## src/rtl/dma3.sv

```systemverilog
module dma3 #(
  parameter int NCH = 3,
  parameter int AW  = 8,
  parameter int CW  = 8,
  localparam int CHW = (NCH > 1) ? $clog2(NCH) : 1,
  localparam int VW  = $clog2(2*NCH+1)
) (
  input  logic              clk,
  input  logic              rst_n,
  input  logic [NCH-1:0]    trig,
  input  logic [NCH-1:0]    en_set,
  input  logic [NCH-1:0]    en_clr,
  input  logic [NCH-1:0]    ie,
  input  logic              rr_en,
  input  logic              abort,
  input  logic              abort_en,
  input  logic [NCH*AW-1:0] src_addr,
  input  logic [NCH*AW-1:0] dst_addr,
  input  logic [NCH*CW-1:0] xfer_cnt,
  input  logic [2*NCH-1:0]  src_step,
  input  logic [2*NCH-1:0]  dst_step,
  input  logic [NCH-1:0]    src_byte,
  input  logic [NCH-1:0]    dst_byte,
  input  logic [3*NCH-1:0]  mode,
  input  logic              vec_rd,
  output logic [VW-1:0]     vec,
  output logic [NCH-1:0]    en_o,
  output logic              mem_req,
  output logic              mem_we,
  output logic              mem_byte,
  output logic [AW-1:0]     mem_addr,
  output logic [15:0]       mem_wdata,
  input  logic [15:0]       mem_rdata,
  input  logic              mem_ready,
  output logic              cpu_hold
);
  typedef enum logic [2:0] {S_IDLE, S_READ, S_WRITE, S_WAIT, S_GAP} st_t;

  st_t            st;
  logic [CHW-1:0] cur, last, pick, vsel;
  logic           found, vhit, gcnt;
  logic [1:0]     bcnt;
  logic [15:0]    dbuf;
  logic [NCH-1:0] en, pend, flag, trig_q, req;
  logic [AW-1:0]  wsrc [NCH];
  logic [AW-1:0]  wdst [NCH];
  logic [CW-1:0]  wcnt [NCH];
  logic [AW-1:0]  c_src [NCH];
  logic [AW-1:0]  c_dst [NCH];
  logic [CW-1:0]  c_cnt [NCH];
  logic [1:0]     c_ss [NCH];
  logic [1:0]     c_ds [NCH];
  logic [2:0]     c_md [NCH];

  for (genvar g = 0; g < NCH; g++) begin : g_cfg
    assign c_src[g] = src_addr[g*AW +: AW];
    assign c_dst[g] = dst_addr[g*AW +: AW];
    assign c_cnt[g] = xfer_cnt[g*CW +: CW];
    assign c_ss[g]  = src_step[2*g +: 2];
    assign c_ds[g]  = dst_step[2*g +: 2];
    assign c_md[g]  = mode[3*g +: 3];
  end

  wire [1:0] kind = c_md[cur][1:0];
  wire       rep  = c_md[cur][2];
  wire       abt  = abort & abort_en;
  wire       last_unit = (wcnt[cur] == CW'(1));

  assign req       = pend & en;
  assign en_o      = en;
  assign mem_req   = (st == S_READ) || (st == S_WRITE);
  assign mem_we    = (st == S_WRITE);
  assign mem_addr  = mem_we ? wdst[cur] : wsrc[cur];
  assign mem_byte  = mem_we ? dst_byte[cur] : src_byte[cur];
  assign mem_wdata = dbuf;
  assign cpu_hold  = mem_req || (st == S_WAIT);

  function automatic logic [AW-1:0] stepa(input logic [AW-1:0] a, input logic [1:0] m, input logic b);
    case (m)
      2'd1:    stepa = a + (b ? AW'(1) : AW'(2));
      2'd2:    stepa = a - (b ? AW'(1) : AW'(2));
      default: stepa = a;
    endcase
  endfunction

  always_comb begin
    found = 1'b0;
    pick  = '0;
    for (int k = 0; k < NCH; k++)
      if (!found && req[rr_en ? (int'(last) + 1 + k) % NCH : k]) begin
        found = 1'b1;
        pick  = CHW'(rr_en ? (int'(last) + 1 + k) % NCH : k);
      end
  end

  always_comb begin
    vec  = '0;
    vsel = '0;
    vhit = |(flag & ie);
    for (int i = NCH-1; i >= 0; i--)
      if (flag[i] && ie[i]) begin
        vec  = VW'(2*(i+1));
        vsel = CHW'(i);
      end
  end

  always_ff @(posedge clk or negedge rst_n) begin
    if (!rst_n) begin
      st <= S_IDLE; cur <= '0; last <= '0; gcnt <= 1'b0; bcnt <= '0; dbuf <= '0;
      en <= '0; pend <= '0; flag <= '0; trig_q <= '0;
      for (int i = 0; i < NCH; i++) begin
        wsrc[i] <= '0; wdst[i] <= '0; wcnt[i] <= '0;
      end
    end else begin
      trig_q <= trig;
      if (vec_rd && vhit) flag[vsel] <= 1'b0;
      for (int i = 0; i < NCH; i++) begin
        if (en_clr[i]) en[i] <= 1'b0;
        if (en_set[i]) begin
          en[i] <= 1'b1; pend[i] <= 1'b0;
          wsrc[i] <= c_src[i]; wdst[i] <= c_dst[i]; wcnt[i] <= c_cnt[i];
        end else if (trig[i] && !trig_q[i] && en[i] && c_cnt[i] != '0 &&
                     !(st != S_IDLE && int'(cur) == i && c_md[i][1:0] != 2'd0))
          pend[i] <= 1'b1;
      end
      case (st)
        S_IDLE: if (found) begin
          cur <= pick; pend[pick] <= 1'b0; bcnt <= '0; st <= S_READ;
        end
        S_READ: if (mem_ready) begin
          dbuf <= src_byte[cur] ? {8'h00, mem_rdata[7:0]} : mem_rdata;
          st   <= S_WRITE;
        end
        S_WRITE: if (mem_ready) st <= S_WAIT;
        S_WAIT: begin
          wsrc[cur] <= stepa(wsrc[cur], c_ss[cur], src_byte[cur]);
          wdst[cur] <= stepa(wdst[cur], c_ds[cur], dst_byte[cur]);
          bcnt <= bcnt + 2'd1;
          if (last_unit) begin
            wcnt[cur] <= c_cnt[cur];
            flag[cur] <= 1'b1;
            if (!rep) en[cur] <= 1'b0;
            else if (kind == 2'd2) pend[cur] <= 1'b1;
          end else
            wcnt[cur] <= wcnt[cur] - CW'(1);
          if (abt) begin
            en[cur] <= 1'b0; pend[cur] <= 1'b0;
          end
          if (kind == 2'd0 || last_unit || abt || !en[cur]) begin
            st <= S_IDLE; last <= cur;
          end else if (kind == 2'd2 && bcnt == 2'd3) begin
            st <= S_GAP; gcnt <= 1'b0;
          end else
            st <= S_READ;
        end
        S_GAP: if (gcnt) st <= S_READ; else gcnt <= 1'b1;
        default: st <= S_IDLE;
      endcase
    end
  end
endmodule


```

## config.mk

```make
export PLATFORM = sky130hd
export DESIGN_NAME = dma3
export DESIGN_NICKNAME = d
export VERILOG_FILES = /design/src/rtl/dma3.sv
export SDC_FILE = /design/constraint.sdc
export NUM_CORES = 1
export LEC_CHECK = 0
export BUFFER_PORTS_ARGS = -buffer_cell sky130_fd_sc_hd__buf_4
export CORE_MARGIN = 5
export CORE_UTILIZATION = 50
export CTS_CLUSTER_SIZE = 12
export DETAILED_ROUTE_END_ITERATION = 12
export HOLD_SLACK_MARGIN = 0.02
export PLACE_DENSITY = 0.73
export SYNTH_ARGS = -nofsm -noshare
export SYNTH_HDL_FRONTEND = slang
export SYNTH_SLANG_ARGS = --single-unit
```

## constraint.sdc

```tcl
create_clock -name clk -period 3.4 [get_ports clk]
set_clock_uncertainty 0.1 [all_clocks]
set_input_delay 0.34 -clock clk [delete_from_list [all_inputs] [get_ports clk]]
set_output_delay 0.34 -clock clk [all_outputs]
set_load 0.02 [all_outputs]
```

# Word level (Yosys, flattened, before mapping)
# Index checks and enable logic that the tools add are counted.
# totals
wordCells	261
input_bits	134
regBits	110
# classes
div	3
reduce_logical	62
order_cmp	11
eq_ne	19
add_sub_neg	9
bitwise_logic	14
muxes	124
# op_table
cell	n
$mux 8	21
$bwmux 24	4
$lt 32x4->1 const B	3
$mod 32x3->32 const B	3
$mux 24	4
$mux 32	3
$mux 3	25
$bmux 8 s2	4
$add 32x2->32 const B	1
$pmux 8 s2	2
$mux 1	30
$logic_and 1x1->1	29
$mux 2	13
$reduce_bool 8->1	3
$and 3x3->3	7
$add 8x8->8	2
$demux 8 s2	1
$mux 16	1
$sub 8x2->8	2
$pmux 3 s5	1
$bmux 1 s2	6
$eq 2x2->1 const B	6
$reduce_bool 2->1	5
$logic_not 1->1	9
other kinds (33)	57

# Longest topological paths before layout
# Gate-level depths: netlist of the first run.
# logic_depth
depth_word	21
ltp_mapped	18

# Worst setup path before layout of the first run
# OpenSTA, ideal clock, no wires.
# synth_timing
kind	register -> register
startpoint	reg cur[0]
endpoint	reg wsrc[23] (netlist name)
stages_incl_launch_ff	18
setup_time_ns	0.088
setup_slack_ns	-0.356
n_path_buf	5
arrival_ns	3.567
synth_period_minus_slack_ns	3.756
t_required_ns	3.212
path_cell_list	dfrtp_1 buf_2 buf_4 buf_2 clkbuf_1 nor2_1 a21oi_1 ha_1 clkbuf_1 nand2_1 inv_1 ha_1 nor2b_1 o211ai_1 a31oi_1 o311ai_0 o221ai_1 nor3b_1
# synth_between
elab_chain_len	9
word_cells_on_any_way	23
classes_between	add/sub (2); order compare (2); eq/ne (2); mux (15); bitwise (1); reduce/logical (1)
# synth_rtl
item	line	rtl
start: declaration	40	logic [CHW-1:0] cur, last, pick, vsel;
start signal: assignment	109	st <= S_IDLE; cur <= '0; last <= '0; gcnt <= 1'b0; bcnt <= '0; dbuf <= '0;
start signal: assignment	128	cur <= pick; pend[pick] <= 1'b0; bcnt <= '0; st <= S_READ;
$not 2->3 (not written as such)	136	wsrc[cur] <= stepa(wsrc[cur], c_ss[cur], src_byte[cur]);
$bmux 8 s2 or $bmux 2 s2 (tied branches)	136	
$mux 8 (not written as such) or $mux 2 (tied branches) (2 in a row)	136	
$sub 8x2->8, or another cell as far along	81	2'd2: stepa = a - (b ? AW'(1) : AW'(2));
$pmux 8 s2	79	case (m)
$mux 8	126	case (st)
$bwmux 24 *	136	
$mux 24 *	126	
end signal: indexed assignment	121	wsrc[i] <= c_src[i]; wdst[i] <= c_dst[i]; wcnt[i] <= c_cnt[i];
end signal: indexed assignment	136	
end: declaration	45	logic [AW-1:0] wsrc [NCH];
# Mark *: on every way between the ends. The rest lies on a longest branch, timed or not. The select of a mux whose other input is x is not followed.
# A chain may end at the register's enable or synchronous reset.

# Worst setup path in the final report of the first run
# layout_timing
startpoint	reg cur[1]
endpoint	reg wsrc[21] (netlist name)
# The elaborated chain is that of the path after synthesis.

==> results.toml, run 1 <==
[job]
maxCapViolCount = 0

[timing]
grt_setup_unrepaired = "false"
layout_setup_ws_ps = 227
drv_slew = 0
hold_violations = 0
max_freq_ghz = 0.315
layout_min_cycle_time_ps = 3170
period_share_pct = 93.3
worst_pin_slew_ps = 1060
relSlewSlack_pct = 29.3
hold_ws_ps = 60.4
finalSetupViolCount = 0

[power_and_ir_drop]
combPwrFrac_pct = 65.3
power_frac_clock_pct = 12.2
internal-power_w = 0.00482
pwr-share-seq_pct = 22.5
peakVddDrop_mv = 0.691
p_leak_nw = 4.34
switching_share_pct = 47.3
p_per_area_nw_per_um2 = 938
power_switching_w = 0.00432

[cells_and_area]
regArea_um2 = 2760
syn_to_final_growth_pct = 23.4
fin_area_um2 = 9730
drive_gt1_share_pct = 25.0
num_antenna_cells = 0
layout.nets = 1204
fillerInstances = 1388
multiInputGateArea_um2 = 4800
stdcell_count = 1268

[routing]
routed_wl_mm = 23.4
post_drt_wl_per_cell_um = 18.5
postRouteAntennaNets = 0
detail_route.first_pass.iterations = 4
drt_iter0_markers = 557
drc = 0
avgViaCountPerCell = 5.90
vias = 7475

[synthesis]
seq_area_frac_synth_pct = 34.9
synthDistinctLibCells = 79
yosysTopAreaCell = "dfrtp_1"
netlist_top_cells_count = "131 x nand2_1, 110 x dfrtp_1, 88 x mux2i_1, 64 x a21oi_1, 63 x o21ai_0"
yosys_register_bits = 110
async_flop_share_pct = 100
avgSynthCellArea_um2 = 8.77
synth.cell_area_um2 = 7890
synth_most_common_cell = "nand2_1"
synth_ff_type = "dfrtp_1"
syn_nets = 1056
synth_top_area_share_pct = 34.9
synth_edf_count = 0
yosys_warnings = 0
synthTopCellsByArea = "dfrtp_1 35%, mux2i_1 11%, nand2_1 6.2%"
syn_inst = 899

[placed_design]
dp_hpwl_mm = 17.0
gp_congestion = 0.883
io_buffers = 166
place_ws_ps = 167
dpl-instance-area_um2 = 9360
dp.cells = 1245

[setup_path]
start_kind = "register"
worstSetupStartpoint = "cur[1]"
end_kind = "register"
cp.required_ps = 3530
criticalPathCategory = "register to register"
crit_fanout = 7
crit_slowest_cell = "dfrtp_2"
reg2reg_from = "cur[1]"
slowest_delay_ps = 510
worst-endpoint-arrival_ps = 3300
crit_chain = "buf_4, mux2i_1, nor2_1, a21oi_1, ha_2, nand2_2, inv_1, ha_1, nor2b_1, o211ai_1, a31oi_2, or3_1, a31oi_2, a21oi_1"

[die]
core_area_um2 = 15700
start_util_pct = 50.4
die_w_um = 136
rows = 46
ios = 168
die-area_um2 = 18400
die-height_um = 136

[clocking]
clock_latency_ps = 360
clkSlewWorstSetupHoldPaths_ps = 80
cts.sinks = 110
cts_htree_levels = 3
cts_tree = "done"
cts_root_buffer = "clkbuf_16"
cts.path.max_buffers = 2
numCtsBuffers = 9

[global_routing]
antenna_found_initial = 0
grt_max_degree = 59
grt_overflow = 0
grt_pass1_wl_mm = 37.8
grt_pass1_vias = 7284
track_usage_pct = 25.6

[outcome]
outcome = "complete, no violations"

[hold_path]
hold_path.class = "primary input to register"
holdCritStartpoint = "mem_rdata[6]"
==> path summary, 6_finish.rpt <==
kind | end | slack, ps | cells after the start
setup / recovery | wsrc[21] | 230 | 14
hold / removal | mem_wdata[6] | 60 | 3
setup reg to reg | wsrc[21] | 230 | 14
hold reg to reg | mem_wdata[6] | 380 | 2
max in group asynchronous | wsrc[12] | 1950 | 3
min in group asynchronous | wcnt[22] | 480 | 2
==> worst max-delay path, delay by kind of cell, from the launching register on <==
family	cells	cell delay, ps
adder cells (fa/ha/maj)	2	440
AND/OR/NAND/NOR	4	630
flip-flops	1	510
multiplexers	1	180
AO/OA/AOI/OAI	5	930
buffers and inverters	2	270
==> layout by cell type, fill, tap and decap left out, types with 8 or more instances in the layout <==
master and n:
a211oi_1 40, a21oi_1 64, a31oi_1 10, buf_4 194, clkbuf_16 9, dfrtp_1 108, ha_1 19, inv_1 17
mux2_2 9, mux2i_1 88, nand2_1 129, nand3_1 15, nor2_1 36, nor2b_1 45, nor3_1 15, nor4_1 10
o211ai_1 11, o21ai_0 61, o21ai_1 8
==> per-layer routing <==
| layer | share of wire [%] | up-vias | routed length [um] | GRT usage, % |
|---|---|---|---|---|
| met5 | 0 | - | 0 | 0 |
| li1 | - | 3573 | - | - |
| met4 | 2.2 | 0 | 521 | 8.01 |
| met1 | 44 | 3592 | 10200 | 34.4 |
| met2 | 47 | 273 | 11100 | 42.0 |
| met3 | 7.0 | 37 | 1640 | 5.01 |
==> sequential cells by signal, indices dropped and copies added (netlist names) <==
name / flops
wcnt: 24
wdst: 24
wsrc: 24
mem_wdata: 16
en_o: 3
flag: 3
pend: 3
st: 3
trig_q: 3
bcnt: 2
cur: 2
last: 2
gcnt: 1
==> stage by stage <==
stage	util (%)	setup TNS, ps	power [W]
detailed placement	59.8	0	0.00793
CTS	62.0	0	0.00909
global route	62.2	0	0.00987
floorplan	-	-110	0.00636
global placement	59.8	0	0.00787
finish	62.2	0	0.00913
==> repair_timing <==
item	CTS	global route
setup endpoints to repair	0	9
hold buffers	4	0
setup buffers	0	3
endpoints found under the hold margin	55	0
gates resized for setup	0	3
==> logic make-up (layout without fill, tap and decap cells) <==
logic type	count (synthesis)	in the layout	share of synthesized area [%]
AOI/OAI and AO/OA	264	264	22.1
DFF	110	110	34.9
and+or+nand+nor	312	312	19.9
xor gates and xnor gates	3	3	0.333
muxes	106	106	13.9
buffers and inverters	80	233	4.95
adders and majority gates	23	23	3.84
other	1	1	0.0476
==> area by class of cell <==
cell class	instances	area share [%]
clock buffer	9	2.31
multi-input combinational	709	49.4
tap	216	2.78
timing repair buffer	200	15.8
sequential	110	28.3
clock inverter	7	0.810
inverter	17	0.656
==> power by group through the flow <==
stage | Clock, W | Sequential [W] | Combinational [W]
detailed placement | 0 | 0.00208 | 0.00586
CTS | 0.00114 | 0.00206 | 0.00590
global placement | 0 | 0.00207 | 0.00580
floorplan | 0 | 0.00207 | 0.00429
global route | 0.00118 | 0.00212 | 0.00656
finish | 0.00111 | 0.00206 | 0.00596
(Power assumes the default switching activity.)
==> inputs of run 2 (changes only) <==
==> constraint.sdc (replaced) <==
create_clock -name clk -period 3.4 [get_ports clk]
set_clock_uncertainty 0.1 [all_clocks]
set_input_delay 0.68 -clock clk [delete_from_list [all_inputs] [get_ports clk]]
set_output_delay 0.68 -clock clk [all_outputs]
set_load 0.02 [all_outputs]
==> run 2 against run 1 <==
- clock-buffer cell count stayed put
- fmax increased by 0.38%
- via count down 1.2%
- hold slack gained 100 ps
- combinational power grew 0.8%
- setup slack better by 12 ps
- critical path depth is the same
- sequential share of layout area is 0.066 points higher
- global-route usage hardly changed
- cell count shrank 0.47%
- die area unchanged
==> results.toml, run 2 (synthesis results as in run 1) <==
[routing]
drc = 0
routed_wl_mm = 23.4
vias = 7385
avgViaCountPerCell = 5.85
post_drt_wl_per_cell_um = 18.5
drt_iter0_markers = 618
detail_route.first_pass.iterations = 5
postRouteAntennaNets = 0

[die]
start_util_pct = 50.4
die-height_um = 136
ios = 168
core_area_um2 = 15700
die-area_um2 = 18400
die_w_um = 136
rows = 46

[cells_and_area]
fin_area_um2 = 9710
stdcell_count = 1262
largestRegisters = "wcnt: 24 flops, wdst: 24 flops, wsrc: 24 flops"
syn_to_final_growth_pct = 23.1
regArea_um2 = 2760
multiInputGateArea_um2 = 4800
final_util_pct = 62.0
layout.nets = 1198
num_antenna_cells = 0
final_common_cell = "buf_4"
final_cell_mix = "190 x buf_4, 129 x nand2_1, 108 x dfrtp_1"
drive_gt1_share_pct = 25.0
fillerInstances = 1394

[power_and_ir_drop]
p_leak_nw = 4.32
internal-power_w = 0.00483
p_per_area_nw_per_um2 = 947
switching_share_pct = 47.4
power_frac_clock_pct = 12.3
pwr-share-seq_pct = 22.3
combPwrFrac_pct = 65.4
p_total_w = 0.00919
power_switching_w = 0.00436
peakVddDrop_mv = 0.539

[clocking]
cts_setup_buffers = 0
cts_htree_levels = 3
numCtsBuffers = 9
cts_resized = 0
clkSlewWorstSetupHoldPaths_ps = 80
cts_root_buffer = "clkbuf_16"
cts.sinks = 110
cts.path.max_buffers = 2
cts_hold_buf = 0
clock_latency_ps = 370
cts_tree = "done"

[setup_path]
ff2ff_path_depth = 14
reg2reg_from = "cur[1]"
r2r_end = "wdst[23]"
end_kind = "register"
worst-endpoint-arrival_ps = 3340
r2r_setup_slack_ps = 240
crit_fanout = 21
worstSetupStartpoint = "cur[1]"
start_kind = "register"
criticalPathCategory = "register to register"
cp.required_ps = 3580

[outcome]
outcome = "complete, no violations"

[timing]
hold_violations = 0
relSlewSlack_pct = 35.1
worst_pin_slew_ps = 969
tns_ps = 0
layout_min_cycle_time_ps = 3160
max_freq_ghz = 0.316
drv_slew = 0
finalSetupViolCount = 0
grt_setup_unrepaired = "false"
period_share_pct = 93.0

[hold_path]
hold_path.class = "primary input to async pin"

[placed_design]
gp_congestion = 0.888
io_buffers = 166
dpl-instance-area_um2 = 9390
dp.cells = 1246
dp_hpwl_mm = 16.9

[global_routing]
antenna_found_initial = 0
track_usage_pct = 25.6
grt_overflow = 0
grt_max_degree = 50
grt_pass1_vias = 7264
grt_pass1_wl_mm = 37.7

[job]
maxCapViolCount = 0
==> run 2: cell count changes in the layout (fill, tap and decap cells not counted), sizes merged <==
cell / delta
clkinv: -2
buf: -2
inv: +2
dlygate4sd3: -4
==> run 2: per-layer routing <==
layer	track usage (%)	share of wire [%]	vias to the layer above
li1	-	-	3574
met1	35.3	44	3520
met2	42.5	48	275
met3	4.98	7.3	16
met4	4.82	1.1	0
met5	0	0	-
==> run 2: area by class of cell <==
cell class	count	area share, %
timing repair buffer	194	15.5
clock buffer	9	2.32
tap	216	2.78
multi-input combinational	709	49.5
sequential	110	28.4
clock inverter	7	0.889
inverter	17	0.657
==> run 2: worst max path at each step <==
stage               slack, ps  depth (start not counted)  endpoint
detailed placement         60                         12  wdst[23]
global route               20                         14  wdst[23]
CTS                       110                         12  wdst[23]
floorplan                 -40                         17  wdst[23]
finish                    240                         14  wdst[23]
global placement          140                         12   wdst[7]
==> run 2: critical path, stage by stage, from the launching register on <==
cell,delay [ps]
dfrtp_2,410
buf_12,210
mux2i_1,220
nor2_1,50
a21oi_1,140
ha_2,230
nand2_2,70
inv_1,70
ha_1,210
nor2b_4,130
o211ai_1,220
a31oi_1,160
o31ai_2,290
mux2_4,350
a22oi_1,180
==> run 2: power by group through the flow <==
stage | Clock, W | Sequential, W | Combinational, W
after CTS | 0.00115 | 0.00204 | 0.00600
final | 0.00113 | 0.00205 | 0.00601
after detailed placement | 0 | 0.00206 | 0.00596
after global placement | 0 | 0.00205 | 0.00588
after global routing | 0.00120 | 0.00210 | 0.00659
after floorplan | 0 | 0.00207 | 0.00429
==> run 2: per-stage QoR <==
| stage | hold slack (ps) | setup slack (ps) |
|---|---|---|
| after floorplan | 284 | -40.6 |
| after global placement | 364 | 143 |
| after detailed placement | 366 | 57.3 |
| after CTS | 164 | 106 |
| after global routing | 191 | 16.0 |
| final | 162 | 239 |
